<file path="src/rtl/dma_ind_channel.sv">
module dma_ind_channel #(
  parameter int DW    = 8,
  parameter int RF_AW = 8
) (
  input  logic             clk,
  input  logic             rst_n,
  input  logic             arm,
  input  logic             cfg_mem,
  input  logic             cfg_dir,
  input  logic [RF_AW-1:0] cfg_base,
  input  logic             req,
  output logic             busy,
  output logic             eob,
  output logic [RF_AW-1:0] rf_addr,
  output logic             rf_we,
  output logic [DW-1:0]    rf_wdata,
  input  logic [DW-1:0]    rf_rdata,
  output logic             mem_valid,
  output logic             mem_we,
  output logic [2*DW-1:0]  mem_addr,
  output logic [DW-1:0]    mem_wdata,
  input  logic [DW-1:0]    mem_rdata,
  input  logic             mem_ready,
  input  logic [DW-1:0]    pd_rdata,
  output logic             pd_wr,
  output logic [DW-1:0]    pd_wdata
);
  localparam int PW = 2 * DW;

  typedef enum logic [1:0] {S_IDLE, S_RD, S_XF, S_WB} st_t;

  st_t             st;
  logic [1:0]      step;
  logic            en, mode_q, dir_q;
  logic [RF_AW-1:0] base_q;
  logic [PW-1:0]   ptr, cnt;

  wire [1:0]    slot  = mode_q ? step : {step[0], 1'b1};
  wire          last  = (step == (mode_q ? 2'd3 : 2'd1));
  wire [PW-1:0] nptr  = ptr + 1'b1;
  wire [PW-1:0] ncnt  = cnt - 1'b1;
  wire          nzero = mode_q ? (ncnt == '0) : (ncnt[DW-1:0] == '0);
  wire          xf_ok = !mode_q || mem_ready;

  logic [DW-1:0] wb_byte;
  always_comb begin
    case (slot)
      2'd0:    wb_byte = nptr[PW-1:DW];
      2'd1:    wb_byte = nptr[DW-1:0];
      2'd2:    wb_byte = ncnt[PW-1:DW];
      default: wb_byte = ncnt[DW-1:0];
    endcase
  end

  assign busy      = (st != S_IDLE);
  assign rf_addr   = (st == S_XF) ? ptr[RF_AW-1:0] : base_q + RF_AW'(step);
  assign rf_we     = (st == S_WB) || (st == S_XF && !mode_q && !dir_q);
  assign rf_wdata  = (st == S_XF) ? pd_rdata : wb_byte;
  assign mem_valid = (st == S_XF) && mode_q;
  assign mem_we    = !dir_q;
  assign mem_addr  = ptr;
  assign mem_wdata = pd_rdata;
  assign pd_wr     = (st == S_XF) && dir_q && xf_ok;
  assign pd_wdata  = mode_q ? mem_rdata : rf_rdata;

  always_ff @(posedge clk or negedge rst_n) begin
    if (!rst_n) begin
      st     <= S_IDLE;
      step   <= '0;
      en     <= 1'b0;
      mode_q <= 1'b0;
      dir_q  <= 1'b0;
      base_q <= '0;
      ptr    <= '0;
      cnt    <= '0;
      eob    <= 1'b0;
    end else begin
      eob <= 1'b0;
      case (st)
        S_IDLE: begin
          if (arm) begin
            en     <= 1'b1;
            base_q <= cfg_base;
            mode_q <= cfg_mem;
            dir_q  <= cfg_dir;
          end else if (req && en) begin
            st   <= S_RD;
            step <= '0;
            ptr  <= '0;
            cnt  <= '0;
          end
        end
        S_RD: begin
          case (slot)
            2'd0:    ptr[PW-1:DW] <= rf_rdata;
            2'd1:    ptr[DW-1:0]  <= rf_rdata;
            2'd2:    cnt[PW-1:DW] <= rf_rdata;
            default: cnt[DW-1:0]  <= rf_rdata;
          endcase
          if (last) begin
            st   <= S_XF;
            step <= '0;
          end else begin
            step <= step + 2'd1;
          end
        end
        S_XF: if (xf_ok) st <= S_WB;
        default: begin
          if (last) begin
            st   <= S_IDLE;
            step <= '0;
            if (nzero) begin
              eob <= 1'b1;
              en  <= 1'b0;
            end
          end else begin
            step <= step + 2'd1;
          end
        end
      endcase
    end
  end
endmodule


</file>
<file path="config.mk">
export PLATFORM = sky130hd
export DESIGN_NAME = dma_ind_channel
export DESIGN_NICKNAME = d
export VERILOG_FILES = /design/src/rtl/dma_ind_channel.sv
export SDC_FILE = /design/constraint.sdc
export NUM_CORES = 1
export LEC_CHECK = 0
export BUFFER_PORTS_ARGS = -buffer_cell sky130_fd_sc_hd__buf_2
export CAP_MARGIN = 10
export CORE_MARGIN = 2
export CORE_UTILIZATION = 54
export DETAILED_ROUTE_END_ITERATION = 10
export PLACE_DENSITY = 0.9
export SLEW_MARGIN = 5
export SYNTH_ARGS = -nofsm -noshare
export SYNTH_HDL_FRONTEND = slang
export SYNTH_SLANG_ARGS = --single-unit
</file>
<file path="constraint.sdc">
create_clock -name clk -period 3.43 [get_ports clk]
set_input_delay 0.686 -clock clk [delete_from_list [all_inputs] [get_ports clk]]
set_output_delay 0.686 -clock clk [all_outputs]
set_load 0.02 [all_outputs]
</file>
==> impl_metrics.json <==
{
  "cts_inserted_buffers": 5,
  "top_usage_layer": "met2",
  "power.leakage_nw": 1.919,
  "cap_violations": 0,
  "fmax_mhz": 301.0,
  "synth_nets": 427,
  "internal_power_w": 0.002380,
  "syn_avg_cell_area_um2": 9.356,
  "crit_arrival_ns": 2.64,
  "insertion_delay_ns": 0.31,
  "synth_edf_count": 0,
  "combPwrFrac_pct": 68.1,
  "grt_max_degree": 49,
  "rsz0062_at_grt": "no",
  "postCtsHoldBufs": 0,
  "status": "complete, no violations",
  "met3_usage_pct": 4.086,
  "post-place-ws_ns": 0.3673,
  "drt_iter0_markers": 305,
  "worstPathMaxFanout": 6,
  "htreeDepth": 2,
  "hp-class": "flop to flop",
  "postRouteAntennaNets": 0,
  "portBuffers": 92,
  "postCtsSetupBuffers": 0,
  "cts_tree": "built",
  "synthCells": 377,
  "grt_pass1_vias": 3093,
  "n_fill_cell": 512,
  "cts_sinks": 48,
  "tightest_slew_ns": 1.044,
  "finalWirelength_um": 9469,
  "route.detailed.drc": 0,
  "overflow": 0,
  "cts.clk_slew.worst_paths_ns": 0.09,
  "num-nets-final": 508,
  "wire_per_inst_um": 17.67,
  "grtUsageMet2_pct": 43.38,
  "finClkSkew_ns": 0.005050,
  "num_antenna_cells": 0,
  "viasPerCell": 5.959,
  "grt_first_pass_wirelength_um": 14970,
  "cp-end-kind": "output port",
  "seq_power_share_pct": 24.5,
  "fin_ws_ns": 0.1077,
  "fin_setup_tns_ns": 0,
  "synth_top_area_share_pct": 34.05,
  "ys_types": 54,
  "first_pass_iters": 5,
  "synth_top_area_cell": "dfrtp_1",
  "setup_viol": 0,
  "synth_area_um2": 3527,
  "ys_seq_area_share_pct": 34.05,
  "area_delta_synth_final_pct": 15.71,
  "switching_share_pct": 52.21,
  "slew_headroom_pct": 30.37,
  "die_h_um": 84.82,
  "met1_usage_pct": 35.24,
  "critPathRequiredTime_ns": 2.74,
  "grtUsageTotal_pct": 26.29,
  "dpl.hpwl_um": 7111,
  "ys_warn_count": 0,
  "multiInputGateArea_um2": 2118,
  "slew_violations": 0,
  "start_util_pct": 55.55,
  "p_clk_share_pct": 7.4,
  "routabilityCongestion": 0.9671,
  "antenna_found_initial": 0,
  "async_flop_share_pct": 100.0,
  "dr_total_vias": 3194,
  "power_density_nw_per_um2": 1220,
  "coreArea_um2": 6350,
  "rows": 29,
  "ios": 93,
  "cts-root-buf": "clkbuf_8",
  "total_power_w": 0.004980,
  "period_minus_slack_ns": 3.322,
  "synthFlopType": "dfrtp_1",
  "dpl-instance-area_um2": 3981,
  "start_kind": "flop",
  "ctsLongestPathBuffers": 2,
  "fin_crit_sh_pct": 96.86,
  "ys_seq_elements": 48,
  "dieWidth_um": 84.82,
  "stdcell_area_um2": 4081,
  "p_sw_w": 0.002600,
  "synth_area_leaders": "dfrtp_1, mux2_2, xnor2_1",
  "crit_type": "flop to output port",
  "drive_gt1_share_pct": 36.82,
  "seqCellArea_um2": 1201,
  "hold_violations": 0,
  "die_area_um2": 7194,
  "peakVddDrop_uv": 630.4
}
layout by cell type, fill, tap and decap left out, types with 5 or more instances in the layout:
cell type   n
xnor2_1    19
nor2_1     32
dfrtp_1    48
nand3_1    10
xor2_1     13
buf_4       5
inv_1      19
nand4_1     6
a21oi_1    11
buf_2      92
ha_1       10
nor3_1      5
clkbuf_8    6
mux2_2     49
and2_1     11
o21ai_0    26
nand2_1    32
metrics by stage:
step,std cells,utilization [%],hold WS [ns]
CTS,536,64.28,0.5361
global route,536,64.28,0.5629
global placement,528,62.70,0.5114
finish,536,64.28,0.5373
detailed placement,528,62.70,0.5139
floorplan,377,-,0.3904
worst paths after layout:
kind,from,end,slack (ns),cells after the start
worst max-delay path,cnt[0],rf_wdata[2],0.11,8
worst min-delay path,base_q[0],base_q[0],0.54,1
worst max register to register,mode_q,cnt[14],0.63,6
worst min register to register,base_q[0],base_q[0],0.54,1
max in group asynchronous,rst_n,cnt[5],2.23,1
min in group asynchronous,rst_n,base_q[5],0.55,1
cell families after synthesis:
kind of cell	count (synthesis)	share of synthesized area, %
buffers and inverters	42	5.995
DFF	48	34.05
xor gates and xnor gates	32	7.946
muxes	52	16.50
and+or+nand+nor	129	19.72
adders and majority gates	11	4.115
AOI/OAI and AO/OA	63	11.67
cells in the mapped netlist, types with 2 or more instances:
library cell / instances
mux2_2: 49
dfrtp_1: 48
nand2_1: 32
nor2_1: 32
o21ai_0: 26
inv_1: 19
xnor2_1: 19
xor2_1: 13
a21oi_1: 11
and2_1: 11
ha_1: 10
nand3_1: 10
buf_4: 8
buf_2: 7
clkbuf_1: 6
nand4_1: 6
nor3_1: 5
a221oi_1: 4
a31oi_1: 4
and3_1: 4
nand2b_1: 4
mux2i_1: 3
nand3b_1: 3
nor4_1: 3
o211ai_1: 3
or3_1: 3
a22o_1: 2
buf_6: 2
nor2b_1: 2
nor3_2: 2
nor3_4: 2
o31ai_1: 2
state kept, by name, summed over array words and instances, names as in the netlist:
name      flops
mem_addr     16
dir_q         1
mode_q        1
cnt          16
eob           1
step          2
st            2
base_q        8
en            1
power groups by stage:
stage	sequential [W]	combinational (W)	clock (W)
after global routing	0.00126	0.00365	0.000400
after CTS	0.00120	0.00336	0.000377
after global placement	0.00118	0.00325	0
final	0.00122	0.00339	0.000369
after detailed placement	0.00121	0.00332	0
after floorplan	0.00117	0.00247	0
final cells by class:
| class | instances | share of cell area, % |
|---|---|---|
| multi-input cells | 287 | 51.90 |
| well taps | 77 | 2.361 |
| clock buffers | 6 | 2.023 |
| flip-flops and latches | 48 | 29.43 |
| inverters | 19 | 1.747 |
| repair buffers | 97 | 12.20 |
| clock inverters | 2 | 0.3372 |
critical path, stage by stage (launching register included):
cell and delay [ns]:
dfrtp_1 0.44, inv_1 0.11, ha_1 0.20, or4b_4 0.55
nor3_4 0.19, xnor2_1 0.10, a2111oi_2 0.40, a22o_1 0.19
buf_2 0.16
routing by layer:
metal / vias up / share of wire [%]
met2: 169 / 48
met5: - / 0
li1: 1483 / -
met1: 1523 / 41
met3: 19 / 7.8
met4: 0 / 2.2
repair_timing:
action	4_1_cts	5_1_grt
gates resized for setup	1	0
pin swaps	0	1
endpoints found under the setup margin	1	1
No activity file was read; power rests on OpenSTA's default activity.
